[config.mk]
export PLATFORM = sky130hd
export DESIGN_NAME = depart_reorder
export DESIGN_NICKNAME = d
export VERILOG_FILES = /design/src/rtl/dr_pkg.sv /design/src/rtl/dr_slot_timer.sv /design/src/rtl/dr_stage_buf.sv /design/src/rtl/dr_out_merge.sv /design/src/rtl/depart_reorder.sv
export SDC_FILE = /design/constraint.sdc
export NUM_CORES = 1
export LEC_CHECK = 0
export BUFFER_PORTS_ARGS = -buffer_cell sky130_fd_sc_hd__buf_2
export CORE_UTILIZATION = 35
export DETAILED_ROUTE_END_ITERATION = 8
export GPL_TIMING_DRIVEN = 0
export PLACE_DENSITY = 0.55
export SYNTH_ARGS = -nofsm -noshare
export SYNTH_HDL_FRONTEND = slang
export SYNTH_HIERARCHICAL = 1
export SYNTH_SLANG_ARGS = --single-unit
[constraint.sdc]
create_clock -name clk_i -period 2.59 [get_ports clk_i]
set_input_delay 0.518 -clock clk_i [delete_from_list [all_inputs] [get_ports clk_i]]
set_output_delay 0.518 -clock clk_i [all_outputs]
set_load 0.01 [all_outputs]
[src/rtl/dr_pkg.sv]
package dr_pkg;
  typedef enum logic [1:0] {
    SRC_IDLE = 2'd0,
    SRC_BANK = 2'd1,
    SRC_BYP  = 2'd2
  } src_e;
endpackage

[src/rtl/dr_slot_timer.sv]
module dr_slot_timer #(
  parameter int TS_W = 8
) (
  input  logic            clk_i,
  input  logic            rst_ni,
  output logic [TS_W-1:0] now_o
);
  logic [TS_W-1:0] now_q;

  always_ff @(posedge clk_i or negedge rst_ni) begin
    if (!rst_ni) now_q <= '0;
    else         now_q <= now_q + 1'b1;
  end

  assign now_o = now_q;
endmodule

[src/rtl/dr_stage_buf.sv]
module dr_stage_buf #(
  parameter int SLOTS  = 4,
  parameter int DATA_W = 16,
  parameter int TS_W   = 8
) (
  input  logic              clk_i,
  input  logic              rst_ni,
  input  logic [TS_W-1:0]   now_i,
  input  logic              rd_valid_i,
  input  logic [DATA_W-1:0] rd_data_i,
  input  logic [TS_W-1:0]   rd_ts_i,
  output logic              drain_valid_o,
  output logic [DATA_W-1:0] drain_data_o,
  output logic              drop_o
);
  localparam int IDX_W   = $clog2(SLOTS);
  localparam int FR_W    = TS_W - IDX_W;
  localparam int ENTRIES = 2 * SLOTS;
  localparam int POS_W   = IDX_W + 1;
  localparam logic [FR_W-1:0] FR_ONE = 1;

  logic [FR_W-1:0]  now_fr, ts_fr, nxt_fr;
  logic [IDX_W-1:0] now_idx, ts_idx;
  logic [POS_W-1:0] wr_pos, dr_pos;
  logic             frame_ok, wr_ok;

  logic [ENTRIES-1:0] occ_q, occ_d;
  logic [DATA_W-1:0]  mem_q [ENTRIES];
  logic               drop_q;

  assign now_fr  = now_i[TS_W-1:IDX_W];
  assign now_idx = now_i[IDX_W-1:0];
  assign ts_fr   = rd_ts_i[TS_W-1:IDX_W];
  assign ts_idx  = rd_ts_i[IDX_W-1:0];
  assign nxt_fr  = now_fr + FR_ONE;

  // staging area chosen by frame parity: fill and drain never share one
  assign wr_pos   = {ts_fr[0], ts_idx};
  assign dr_pos   = {now_fr[0], now_idx};
  assign frame_ok = (ts_fr == nxt_fr);
  assign wr_ok    = rd_valid_i && frame_ok && !occ_q[wr_pos];

  for (genvar e = 0; e < ENTRIES; e++) begin : g_ent
    assign occ_d[e] = (wr_ok && wr_pos == POS_W'(e)) ? 1'b1 :
                      (dr_pos == POS_W'(e))           ? 1'b0 : occ_q[e];
  end

  always_ff @(posedge clk_i or negedge rst_ni) begin
    if (!rst_ni) begin
      occ_q  <= '0;
      drop_q <= 1'b0;
    end else begin
      occ_q  <= occ_d;
      drop_q <= rd_valid_i && !wr_ok;
    end
  end

  always_ff @(posedge clk_i) begin
    if (wr_ok) mem_q[wr_pos] <= rd_data_i;
  end

  assign drain_valid_o = occ_q[dr_pos];
  assign drain_data_o  = mem_q[dr_pos];
  assign drop_o        = drop_q;

  assert_store_R3: assert property (@(posedge clk_i) disable iff (!rst_ni)
    wr_ok |=> occ_q[$past(wr_pos)]);

  assert_free_R9: assert property (@(posedge clk_i) disable iff (!rst_ni)
    drain_valid_o |=> !occ_q[$past(dr_pos)]);
endmodule

[src/rtl/dr_out_merge.sv]
module dr_out_merge #(
  parameter int DATA_W = 16,
  parameter int TS_W   = 8
) (
  input  logic              clk_i,
  input  logic              rst_ni,
  input  logic [TS_W-1:0]   now_i,
  input  logic              drain_valid_i,
  input  logic [DATA_W-1:0] drain_data_i,
  input  logic              byp_valid_i,
  input  logic [DATA_W-1:0] byp_data_i,
  output logic              out_valid_o,
  output logic [DATA_W-1:0] out_data_o,
  output logic [TS_W-1:0]   out_slot_o,
  output logic              collide_o
);
  import dr_pkg::*;

  src_e              src;
  logic [DATA_W-1:0] sel_data;
  logic              valid_q, coll_q, run_q;
  logic [DATA_W-1:0] data_q;
  logic [TS_W-1:0]   slot_q;

  // stored cell has priority over bypass
  always_comb begin
    if (drain_valid_i)    src = SRC_BANK;
    else if (byp_valid_i) src = SRC_BYP;
    else                  src = SRC_IDLE;
  end

  always_comb begin
    case (src)
      SRC_BANK: sel_data = drain_data_i;
      SRC_BYP:  sel_data = byp_data_i;
      default:  sel_data = '0;
    endcase
  end

  always_ff @(posedge clk_i or negedge rst_ni) begin
    if (!rst_ni) begin
      valid_q <= 1'b0;
      data_q  <= '0;
      slot_q  <= '0;
      coll_q  <= 1'b0;
      run_q   <= 1'b0;
    end else begin
      valid_q <= (src != SRC_IDLE);
      data_q  <= sel_data;
      slot_q  <= now_i;
      coll_q  <= drain_valid_i && byp_valid_i;
      run_q   <= 1'b1;
    end
  end

  assign out_valid_o = valid_q;
  assign out_data_o  = data_q;
  assign out_slot_o  = slot_q;
  assign collide_o   = coll_q;

  assert_slot_step_R2: assert property (@(posedge clk_i) disable iff (!rst_ni)
    run_q |=> out_slot_o == TS_W'($past(out_slot_o) + 1'b1));

  assert_collide_valid_R6: assert property (@(posedge clk_i) disable iff (!rst_ni)
    collide_o |-> out_valid_o);
endmodule

[src/rtl/depart_reorder.sv]
module depart_reorder #(
  parameter int SLOTS  = 4,
  parameter int DATA_W = 16,
  parameter int TS_W   = 8
) (
  input  logic              clk_i,
  input  logic              rst_ni,
  input  logic              rd_valid_i,
  input  logic [DATA_W-1:0] rd_data_i,
  input  logic [TS_W-1:0]   rd_ts_i,
  input  logic              byp_valid_i,
  input  logic [DATA_W-1:0] byp_data_i,
  output logic              out_valid_o,
  output logic [DATA_W-1:0] out_data_o,
  output logic [TS_W-1:0]   out_slot_o,
  output logic              collide_o,
  output logic              drop_o
);
  logic [TS_W-1:0]   now;
  logic              drain_valid;
  logic [DATA_W-1:0] drain_data;

  dr_slot_timer #(.TS_W(TS_W)) u_timer (
    .clk_i  (clk_i),
    .rst_ni (rst_ni),
    .now_o  (now)
  );

  dr_stage_buf #(.SLOTS(SLOTS), .DATA_W(DATA_W), .TS_W(TS_W)) u_buf (
    .clk_i         (clk_i),
    .rst_ni        (rst_ni),
    .now_i         (now),
    .rd_valid_i    (rd_valid_i),
    .rd_data_i     (rd_data_i),
    .rd_ts_i       (rd_ts_i),
    .drain_valid_o (drain_valid),
    .drain_data_o  (drain_data),
    .drop_o        (drop_o)
  );

  dr_out_merge #(.DATA_W(DATA_W), .TS_W(TS_W)) u_merge (
    .clk_i         (clk_i),
    .rst_ni        (rst_ni),
    .now_i         (now),
    .drain_valid_i (drain_valid),
    .drain_data_i  (drain_data),
    .byp_valid_i   (byp_valid_i),
    .byp_data_i    (byp_data_i),
    .out_valid_o   (out_valid_o),
    .out_data_o    (out_data_o),
    .out_slot_o    (out_slot_o),
    .collide_o     (collide_o)
  );
endmodule

==> results_dict.tcl <==
set metrics [dict create \
    num-nets-final 528 \
    gr-total-overflow 0 \
    drt-initial-drc-count 210 \
    drt-wirelength-per-cell_microns 19.4 \
    placeableCoreArea_sq_um 18800 \
    row_count 50 \
    cts_buffer_depth 2 \
    synthesis.area_per_instance_sq_um 17.8 \
    power_per_cell_area_nw_per_um2 670 \
    p_seq_frac 0.534 \
    total_count_of_max_transition_violations_in_the_final_report 0 \
    synth-async-reset-ratio 0.251 \
    worstRegToRegCells 7 \
    drt.antenna.violating_nets 0 \
    io_buffers 67 \
    internal_power_mw 4.44 \
    synthesis.area_sq_um 6780 \
    cts.hold.buffers_added 0 \
    floorplan.die.width_microns 141 \
    fin_crit_sh 0.964 \
    setup-violations-final 0 \
    drive_above_1_share 0.354 \
    synth_most_common_cell "sky130_fd_sc_hd__edfxtp_1" \
    clock.fmax_mhz 400 \
    grt_pass1_vias 3846 \
    grt_first_pass_wirelength_mm 22.5 \
    grt_start_max_net_pins 44 \
    clock_sinks 171 \
    drt_first_pass_iters 4 \
    initial_utilization 0.360 \
    synth-edff-count 128 \
    post-route-worst-setup-slack_ns 0.0922 \
    total_routed_wirelength_mm 14.6 \
    netlist-cell-type-count 38 \
    hold-worst-slack_ns 0.295 \
    worst_slack_at_placement_ns -0.741 \
    critical_path.endpoint_type "flop" \
    tritoncts "yes" \
    ys_warn_count 6 \
    netlist_instances 381 \
    maxCapViolCount 0 \
    count_of_h_tree_levels_built_during_cts 4 \
    hold_viol 0 \
    vias 3658 \
    clock_insertion_delay_worst_skew_ns 0.43 \
    timing_worst_slew_pin_value_ns 1.09 \
    synth_seq_cells 171 \
    clockPowerShare 0.436 \
    postSynthNetCount 427 \
    critical_path_cell_by_cell "ha_1 -> or3_1 -> a31oi_4 -> nand4_4 -> buf_6 -> nor2_4 -> buf_8" \
    drc 0 \
    p_leak_nw 3.10 \
    clk_transition_reported_paths_ns 0.06 \
    cp_data_arrival_time_ns 2.63 \
    numCtsBuffers 17 \
    io_pins 71 \
    n_antenna_cell 0 \
    regToRegEndpoint "u_buf/mem_q[1][6]" \
    routabilityCongestion 0.776 \
    dieArea_sq_um 19900 \
    synth_commonest_cells "128 x sky130_fd_sc_hd__edfxtp_1, 59 x sky130_fd_sc_hd__nand2_1, 43 x sky130_fd_sc_hd__dfrtp_1, 34 x sky130_fd_sc_hd__mux4_2, 16 x sky130_fd_sc_hd__a22o_1" \
    worst-setup-path-type "reg2reg" \
    die_height_microns 141 \
    r2r_slack_ns 0.09 \
    power.share.combinational 0.030 \
    seq_area_frac_synth 0.725 \
    ys.flop_type "sky130_fd_sc_hd__edfxtp_1" \
    clock_tree.root_cell "sky130_fd_sc_hd__clkbuf_16" \
    run_status "finished clean" \
    crit_path_top_delay_cell "sky130_fd_sc_hd__dfrtp_2" \
    synth.largest_area_cell "sky130_fd_sc_hd__edfxtp_1" \
    timing.slew.headroom 0.271 \
    path_max_fanout 10 \
    finClkSkew_ns 0.0116 \
    swShare 0.202 \
    antenna_found_initial 1 \
    worst_r2r_startpoint "u_timer/now_o[2]" \
    area_overhead_of_the_layout_relative_to_synthesis_pct 22.4 \
    max_stage_delay_ns 0.46 \
    worstSetupStartpointType "flop" \
    rsz0062_at_grt "false" \
    power.ir.vdd_worst_mv 0.442 \
    layout_min_cycle_time_ns 2.50 \
    yosys-top-cells-area "sky130_fd_sc_hd__edfxtp_1 57%, sky130_fd_sc_hd__dfrtp_1 16%, sky130_fd_sc_hd__mux4_2 11%" \
    cp.required_ns 2.72 \
    total_switching_power_mw 1.12 \
    routed_via_density 4.85 \
    hpwl_mm 9.84 \
    worstHoldPathType "in2async" \
    synth_top_area_share 0.567 \
    global_route.usage.total 0.160 \
]
-- sequential cells by signal, indices dropped and copies added (netlist names) --
register,count
u_buf/occ_q,8
u_buf/mem_q,128
u_merge/out_data_o,16
u_merge/collide_o,1
u_timer/now_o,8
u_merge/out_slot_o,8
u_merge/out_valid_o,1
u_buf/drop_o,1
-- worst max path at each step --
stage / endpoint / depth (start not counted) / slack (ns) / from
2_1_floorplan: u_buf/mem_q[1][0] / 6 / -0.14 / rd_ts_i[0]
3_3_place_gp: u_buf/mem_q[5][9] / 6 / -1.17 / rd_ts_i[0]
3_5_place_dp: u_buf/mem_q[0][9] / 7 / -0.74 / rd_ts_i[1]
4_1_cts: u_merge/out_data_o[7] / 9 / 0.01 / u_timer/now_o[1]
5_1_grt: u_buf/mem_q[1][6] / 7 / 0.004 / u_timer/now_o[2]
6_report: u_buf/mem_q[1][6] / 7 / 0.09 / u_timer/now_o[2]
-- power groups by stage --
stage	sequential, mW	combinational [mW]	clock [mW]
2_1_floorplan	3.04	0.0532	0
3_3_place_gp	3.03	0.158	0
3_5_place_dp	3.03	0.166	0
4_1_cts	2.97	0.169	2.48
5_1_grt	2.97	0.185	2.59
6_report	2.97	0.167	2.43
-- cells in the final DEF, fill, tap and decap left out, drive strengths merged, types with 7 or more instances in the layout --
master / n
dfrtp: 43
buf: 97
clkbuf: 27
nor2: 9
mux4: 34
a22o: 16
nand2: 59
nand3: 7
o21ai: 9
edfxtp: 128
xnor2: 8
-- per-stage QoR --
stage	setup TNS, ns	instance area (sq um)	util	std cells	power (mW)
finish	0	8300	0.441	755	5.56
global route	0	8300	0.441	755	5.74
CTS	0	8260	0.439	754	5.62
detailed placement	-48.74	7580	0.402	715	3.19
global placement	-127.50	7440	0.395	708	3.19
floorplan	-12.66	6780	-	381	3.09
-- metal layers --
layer | vias to the layer above | wire, microns | global-route usage
met5 | - | 0 | 0
met4 | 0 | 143 | 0.0555
met3 | 10 | 681 | 0.0438
met2 | 81 | 7330 | 0.263
met1 | 1902 | 6480 | 0.204
li1 | 1665 | - | -
-- what timing repair did --
item	in CTS	in global routing
resized for setup	6	6
pin swaps	5	4
setup endpoints to repair	128	50
buffers inserted	7	1
-- worst max-delay path: cells and delay by family (launching register included) --
family / cells / cell delay (ns)
AND/OR/NAND/NOR: 3 / 0.87
flip-flops: 1 / 0.46
buffers and inverters: 2 / 0.41
adder cells (fa/ha/maj): 1 / 0.25
AO/OA/AOI/OAI: 1 / 0.20
-- logic make-up (layout without fill, tap and decap cells) --
family                   after synthesis  in the layout  synth area share
AO/OA/AOI/OAI                         35             35            0.0423
XOR/XNOR                              13             13            0.0168
adder cells (fa/ha/maj)                2              2           0.00369
buffers and inverters                 25            139            0.0199
flip-flops                           171            171             0.725
multiplexers                          38             38             0.120
AND/OR/NAND/NOR                       97             97            0.0723
-- layout make-up --
cell class | count | area [sq um]
Clock buffer | 20 | 437
Clock inverter | 12 | 120
Buffer | 22 | 128
Fill cell | 1685 | 10500
Multi-Input combinational cell | 185 | 1780
Timing Repair Buffer | 82 | 571
Inverter | 3 | 11.3
Tap cell | 260 | 325
Sequential cell | 171 | 4920
Note: power is estimated with default switching activity, not from simulation.
